[config.mk]
export PLATFORM = sky130hd
export DESIGN_NAME = mdio_master
export DESIGN_NICKNAME = d
export VERILOG_FILES = /design/src/rtl/mdio_pkg.sv /design/src/rtl/mdio_clk_gen.sv /design/src/rtl/mdio_frame_seq.sv /design/src/rtl/mdio_master.sv
export SDC_FILE = /design/constraint.sdc
export NUM_CORES = 1
export LEC_CHECK = 0
export ABC_AREA = 1
export CORE_MARGIN = 8
export CORE_UTILIZATION = 40
export CTS_CLUSTER_DIAMETER = 40
export DETAILED_ROUTE_END_ITERATION = 12
export GPL_ROUTABILITY_DRIVEN = 0
export GPL_TIMING_DRIVEN = 0
export PLACE_DENSITY = 0.61
export SLEW_MARGIN = 0
export SYNTH_ARGS = -nofsm -noshare
export SYNTH_HDL_FRONTEND = slang
export SYNTH_HIERARCHICAL = 1
export SYNTH_SLANG_ARGS = --single-unit
[constraint.sdc]
create_clock -name clk_i -period 4 [get_ports clk_i]
set_input_delay 0.4 -clock clk_i [delete_from_list [all_inputs] [get_ports clk_i]]
set_output_delay 0.4 -clock clk_i [all_outputs]
set_load 0.02 [all_outputs]
[src/rtl/mdio_pkg.sv]
package mdio_pkg;
  localparam int FRAME_BITS = 32;
  localparam int DATA_BITS  = 16;
  localparam int RX_FIRST   = FRAME_BITS - DATA_BITS;  // first sampled bit time
  localparam int TA_FIRST   = RX_FIRST - 2;            // first turnaround bit time
  localparam logic [1:0] START_BITS = 2'b01;
  localparam logic [1:0] OP_WRITE   = 2'b01;
  localparam logic [1:0] OP_READ    = 2'b10;
  localparam logic [1:0] TA_WRITE   = 2'b10;
endpackage

[src/rtl/mdio_clk_gen.sv]
module mdio_clk_gen #(
  parameter int HALF_DIV = 10
) (
  input  logic clk_i,
  input  logic rst_ni,
  input  logic run_i,
  output logic mdc_o,
  output logic rise_o,
  output logic fall_o
);
  localparam int CW = (HALF_DIV > 1) ? $clog2(HALF_DIV) : 1;
  localparam logic [CW-1:0] LAST = CW'(HALF_DIV - 1);

  logic [CW-1:0] cnt_q;
  logic          mdc_q;
  logic          wrap;

  assign wrap   = run_i && (cnt_q == LAST);
  assign rise_o = wrap && !mdc_q;
  assign fall_o = wrap && mdc_q;
  assign mdc_o  = mdc_q;

  always_ff @(posedge clk_i or negedge rst_ni) begin
    if (!rst_ni) begin
      cnt_q <= '0;
      mdc_q <= 1'b0;
    end else if (!run_i) begin
      cnt_q <= '0;
      mdc_q <= 1'b0;
    end else if (wrap) begin
      cnt_q <= '0;
      mdc_q <= !mdc_q;
    end else begin
      cnt_q <= cnt_q + 1'b1;
    end
  end

  initial assert (HALF_DIV >= 2) else $error("HALF_DIV must be at least 2");

  a_r4_idle_low: assert property (@(posedge clk_i) disable iff (!rst_ni)
    !run_i |=> !mdc_o);
endmodule

[src/rtl/mdio_frame_seq.sv]
module mdio_frame_seq
  import mdio_pkg::*;
(
  input  logic        clk_i,
  input  logic        rst_ni,
  input  logic        req_i,
  input  logic        rd_i,
  input  logic [4:0]  phy_addr_i,
  input  logic [4:0]  reg_addr_i,
  input  logic [15:0] wdata_i,
  input  logic        rst_frame_req_i,
  input  logic        rise_i,
  input  logic        fall_i,
  input  logic        mdio_i,
  output logic        run_o,
  output logic        ready_o,
  output logic        done_o,
  output logic [15:0] rdata_o,
  output logic        mdio_o,
  output logic        mdio_oe_o
);
  localparam int IW = $clog2(FRAME_BITS);
  localparam logic [IW-1:0] LAST_BIT = IW'(FRAME_BITS - 1);
  localparam logic [IW-1:0] RX_BIT   = IW'(RX_FIRST);
  localparam logic [IW-1:0] PRE_TA   = IW'(TA_FIRST - 1);

  logic                  busy_q, init_q, is_rd_q, is_rst_q;
  logic [FRAME_BITS-1:0] sh_q, frame;
  logic [IW-1:0]         bit_q;
  logic [DATA_BITS-1:0]  rx_q;

  assign frame = {START_BITS, rd_i ? OP_READ : OP_WRITE, phy_addr_i, reg_addr_i,
                  rd_i ? 2'b11 : TA_WRITE, rd_i ? {DATA_BITS{1'b1}} : wdata_i};

  assign run_o   = busy_q;
  assign ready_o = !busy_q && !init_q;

  always_ff @(posedge clk_i or negedge rst_ni) begin
    if (!rst_ni) begin
      busy_q    <= 1'b0;
      init_q    <= 1'b1;
      is_rd_q   <= 1'b0;
      is_rst_q  <= 1'b0;
      sh_q      <= '0;
      bit_q     <= '0;
      rx_q      <= '0;
      rdata_o   <= '0;
      done_o    <= 1'b0;
      mdio_o    <= 1'b1;
      mdio_oe_o <= 1'b0;
    end else begin
      done_o <= 1'b0;
      if (!busy_q) begin
        // reset frame has priority over a transaction in the same cycle
        if (init_q || rst_frame_req_i) begin
          busy_q    <= 1'b1;
          init_q    <= 1'b0;
          is_rst_q  <= 1'b1;
          is_rd_q   <= 1'b0;
          sh_q      <= '1;
          bit_q     <= '0;
          mdio_o    <= 1'b1;
          mdio_oe_o <= 1'b1;
        end else if (req_i) begin
          busy_q    <= 1'b1;
          is_rst_q  <= 1'b0;
          is_rd_q   <= rd_i;
          sh_q      <= frame;
          bit_q     <= '0;
          mdio_o    <= frame[FRAME_BITS-1];
          mdio_oe_o <= 1'b1;
        end
      end else begin
        if (rise_i && is_rd_q && bit_q >= RX_BIT)
          rx_q <= {rx_q[DATA_BITS-2:0], mdio_i};
        if (fall_i) begin
          if (bit_q == LAST_BIT) begin
            busy_q    <= 1'b0;
            mdio_oe_o <= 1'b0;
            mdio_o    <= 1'b1;
            done_o    <= !is_rst_q;
            if (is_rd_q) rdata_o <= rx_q;
          end else begin
            bit_q     <= bit_q + 1'b1;
            sh_q      <= {sh_q[FRAME_BITS-2:0], 1'b0};
            mdio_o    <= sh_q[FRAME_BITS-2];
            mdio_oe_o <= !(is_rd_q && bit_q >= PRE_TA);
          end
        end
      end
    end
  end

  a_r7_done_single: assert property (@(posedge clk_i) disable iff (!rst_ni)
    done_o |=> !done_o);
  a_r7_done_ready: assert property (@(posedge clk_i) disable iff (!rst_ni)
    done_o |-> ready_o);
  a_r10_oe_idle: assert property (@(posedge clk_i) disable iff (!rst_ni)
    ready_o |-> !mdio_oe_o);
  a_r1_no_done_init: assert property (@(posedge clk_i) disable iff (!rst_ni)
    init_q |-> !done_o && !ready_o);
  a_r8_rst_ones: assert property (@(posedge clk_i) disable iff (!rst_ni)
    (busy_q && is_rst_q) |-> (mdio_o && mdio_oe_o));
  a_r3_released: assert property (@(posedge clk_i) disable iff (!rst_ni)
    (busy_q && is_rd_q && bit_q > PRE_TA) |-> !mdio_oe_o);
endmodule

[src/rtl/mdio_master.sv]
module mdio_master #(
  parameter int MDC_HALF_DIV = 10
) (
  input  logic        clk_i,
  input  logic        rst_ni,
  input  logic        req_i,
  input  logic        rd_i,
  input  logic [4:0]  phy_addr_i,
  input  logic [4:0]  reg_addr_i,
  input  logic [15:0] wdata_i,
  input  logic        rst_frame_req_i,
  output logic        ready_o,
  output logic        done_o,
  output logic [15:0] rdata_o,
  output logic        mdc_o,
  output logic        mdio_o,
  output logic        mdio_oe_o,
  input  logic        mdio_i
);
  logic run, rise, fall;

  mdio_clk_gen #(.HALF_DIV(MDC_HALF_DIV)) u_clk (
    .clk_i (clk_i),
    .rst_ni(rst_ni),
    .run_i (run),
    .mdc_o (mdc_o),
    .rise_o(rise),
    .fall_o(fall)
  );

  mdio_frame_seq u_seq (
    .clk_i          (clk_i),
    .rst_ni         (rst_ni),
    .req_i          (req_i),
    .rd_i           (rd_i),
    .phy_addr_i     (phy_addr_i),
    .reg_addr_i     (reg_addr_i),
    .wdata_i        (wdata_i),
    .rst_frame_req_i(rst_frame_req_i),
    .rise_i         (rise),
    .fall_i         (fall),
    .mdio_i         (mdio_i),
    .run_o          (run),
    .ready_o        (ready_o),
    .done_o         (done_o),
    .rdata_o        (rdata_o),
    .mdio_o         (mdio_o),
    .mdio_oe_o      (mdio_oe_o)
  );

  a_r5_stable_high: assert property (@(posedge clk_i) disable iff (!rst_ni)
    mdc_o |-> ($stable(mdio_o) && $stable(mdio_oe_o)));
  a_r6_busy_no_ready: assert property (@(posedge clk_i) disable iff (!rst_ni)
    mdc_o |-> !ready_o);
endmodule

==> qor.csv <==
stage,metric,value,unit
grt,first-pass GRT wire length,14.9,mm
cts,cts hold-fix bufs,1,
detailed_routing,Initial DRT Pass Iterations,5,
worst_setup_path,Reg-to-Reg End,u_seq/rdata_o[14]$_DFFE_PN0P_,
timing,Worst Max-Slew Pin Slew,0.365,ns
worst_setup_path,crit path launch,u_seq/run_o$_DFF_PN0_,
timing,Final period util,59.7,%
cts,post-cts sizing count,0,
worst_setup_path,Top delay family on crit path,buffers and inverters,
worst_setup_path,critical path data arrival time,1.99,ns
grt,global route total overflow,0,
worst_setup_path,Setup crit start kind,flip-flop,
place,placed cell count,619,
yosys,Adder-Cell Fraction of Synth Area,1.68,%
worst_setup_path,"Buf+Inv Stages, Crit Path",3,
timing,setup TNS,0,ns
worst_setup_path,Crit Path Class,reg2out,
detailed_routing,WL/cell,13.6,um
worst_setup_path,"slowest stage delay, CP",0.62,ns
floorplanning,initial cell density of the core,40.8,%
detailed_routing,vias,3060,
detailed_routing,"antenna viol nets, final",0,
worst_setup_path,crit-path cells,buf_4 -> buf_2 -> nor2_1 -> clkdlybuf4s50_1,
cts,Root Buffer,clkbuf_8,
yosys,Area contributors post-synth,"dfrtp_1, nand2_1, nor2_1, o21ai_0, inv_1",
yosys,XOR/XNOR Fraction of Synth Area,0.469,%
cts,maximum clock insertion buffer count,2,
detailed_routing,vias per inst,4.81,
timing,Final Slew Violations,0,
power_and_ir_drop,final total power,1.47,mW
power_and_ir_drop,Leak,2.29,nW
detailed_routing,Initial DRC Count,183,
worst_setup_path,Reg2Reg Depth,9,
hold_path,hold path cells,1,
power_and_ir_drop,Pwr Density,318,nW/um^2
floorplanning,Cell Rows,35,
cells_and_area,area grow syn2layout,24.0,%
cells_and_area,"Core Util, Final",50.6,%
yosys,Yosys Warn Count,6,
cts,Clock Sinks,80,
cells_and_area,multi-input combinational cell area,1440,um^2
cts,setup bufs post-CTS,0,
grt,vias in the first global route,3164,
worst_setup_path,R2R Setup Slk,2.03,ns
cts,H-tree levels,3,
cts,"Reg clk slew, reported paths",0.08,ns
worst_setup_path,CP Max Fanout,10,
cells_and_area,diodes inserted,0,
timing,final setup vio count,0,
cells_and_area,Fill cells,909,
cts,CTS tree,built,
cells_and_area,NumNets Final,557,
cells_and_area,register area,2000,um^2
cells_and_area,layout cells sized above 1,10.9,%
yosys,Syn Inst Count,455,
place,PortBufs,52,
timing,crit path time final,2.39,ns
power_and_ir_drop,worst vdd ir,143,uV
grt,largest net degree at the start of global routing,55,
grt,GRT Total Usage,14.4,%
status,status,completed,
yosys,"Avg Cell Area, Syn",8.21,um^2
yosys,Synth Cell Area,3730,um^2
yosys,multiplexer area fraction after synthesis,0,%
yosys,Yosys top cell area share,52.3,%
job,maxcap violations,0,
floorplanning,core area,9150,um^2
timing,RSZ-0062 raised after global routing,no,
timing,post-route clock skew,0.00757,ns
yosys,"area leader, netlist",dfrtp_1,
cts,Clock Latency Late Sink,0.35,ns
yosys,"FF+latch count, synth",80,
yosys,syn nets,492,
floorplanning,IO Pins,53,
worst_setup_path,CP required,3.60,ns
yosys,post-synthesis compound-gate area fraction,10.9,%
place,DPL Wire Length,6.14,mm
hold_path,worst hold start,u_seq/is_rst_q$_DFFE_PN0P_,
detailed_routing,# DRC,0,
yosys,post-synthesis sequential area ratio,53.7,%
worst_setup_path,crit end category,output port,
floorplanning,die height,113,um
yosys,combinational family with the most area after synthesis,simple AND/OR/NAND/NOR gates,
yosys,post-synthesis simple-gate area fraction,25.6,%
timing,count of final hold-check violations,0,
timing,Max Fclk,419,MHz
floorplanning,Die ar.,12700,um^2
yosys,distinct cell type count after synthesis,24,
hold_path,hold endpoint,u_seq/done_o$_DFF_PN0_,
grt,initial antenna violation count,0,
floorplanning,die width,113,um
detailed_routing,DRT Wirelength,8.65,mm
cts,cts bufs inserted,9,
cells_and_area,Non-Filler Instances,636,
hold_path,Hold Path Class,reg2reg,
worst_setup_path,critical path's slowest cell,clkdlybuf4s50_1,
timing,slew margin rel.,75.6,%
worst_setup_path,worst r2r src,u_seq/bit_q[0]$_DFFE_PN0P_,
## stage by stage
stage | hold slack, ns | worst slack, ns | instance area (um^2)
finish | 0.472 | 1.61 | 4630
global route | 0.486 | 1.55 | 4630
CTS | 0.465 | 1.58 | 4630
detailed placement | 0.341 | 1.98 | 4420
global placement | 0.452 | -0.386 | 4390
floorplan | 0.104 | 2.35 | 3730
## cell families after synthesis
group / Yosys count
simple gates: 240
flops: 80
compound gates: 76
buf+inv: 52
fa+ha+maj: 5
xor+xnor: 2
## how the worst max path moves through the flow
stage	to	slack, ns	cells after the start
global route	ready_o	1.55	4
detailed placement	ready_o	1.98	4
CTS	ready_o	1.58	4
finish	ready_o	1.61	4
floorplan	u_seq/sh_q[23]$_DFFE_PN0P_	2.35	10
global placement	u_seq/sh_q[20]$_DFFE_PN0P_	-0.39	1
## state kept, by name (all words and copies together), names as in the netlist
signal	cells
u_seq/mdio_oe_o	1
u_seq/rdata_o	16
u_seq/run_o	1
u_clk/cnt_q	4
u_seq/is_rst_q	1
u_seq/mdio_o	1
u_seq/is_rd_q	1
u_seq/rx_q	16
u_seq/bit_q	5
u_seq/done_o	1
u_seq/sh_q	31
u_seq/init_q	1
u_clk/mdc_o	1
## Yosys cell counts
cell      instances
nand3_1           7
o21ai_2           1
buf_4             4
nor2_4            3
ha_1              5
inv_2             1
a21oi_2           5
o21ai_1           4
dfrtp_1          78
a21boi_0          1
o21ai_0          50
inv_1            29
nand4_1           2
buf_6             9
nand3_2           1
nand2_2           4
a21oi_1          15
nor3_1            1
xor2_1            1
buf_2             9
dfstp_2           2
nand2_1         145
nor2_1           77
xnor2_1           1
## report_power, final
group          switching [mW]  internal, mW  leakage [nW]
clock                   0.315         0.295         0.101
combinational          0.0217        0.0305          1.13
sequential           0.000370         0.809          1.06
total                   0.337          1.13          2.29
## routing by layer
| layer | routed length [um] | track usage (%) | vias up |
|---|---|---|---|
| met4 | 151 | 5.76 | 0 |
| met3 | 353 | 3.70 | 12 |
| met5 | 0 | 0 | - |
| met2 | 4000 | 22.3 | 54 |
| li1 | - | - | 1547 |
| met1 | 4150 | 18.7 | 1447 |
## final cells by class
class	count	share of cell area (%)
sequential	80	43.3
multi-input combinational	323	31.1
timing repair buffer	54	12.0
buffer	22	3.81
tap	111	3.00
clock buffer	9	2.68
inverter	30	2.43
clock inverter	7	1.68
## cell usage in the layout (no fill, tap or decap), types with 2 or more instances in the layout
cell type,n
nand2_1,145
dfrtp_1,78
nor2_1,77
clkdlybuf4s50_1,51
o21ai_0,50
inv_1,29
a21oi_1,15
clkbuf_8,9
buf_2,9
buf_6,9
nand3_1,7
buf_4,5
ha_1,5
a21oi_2,5
nand2_2,4
o21ai_1,4
inv_6,3
nor2_4,3
nand4_1,2
dfstp_2,2
Power figures use the tool's default switching activity.
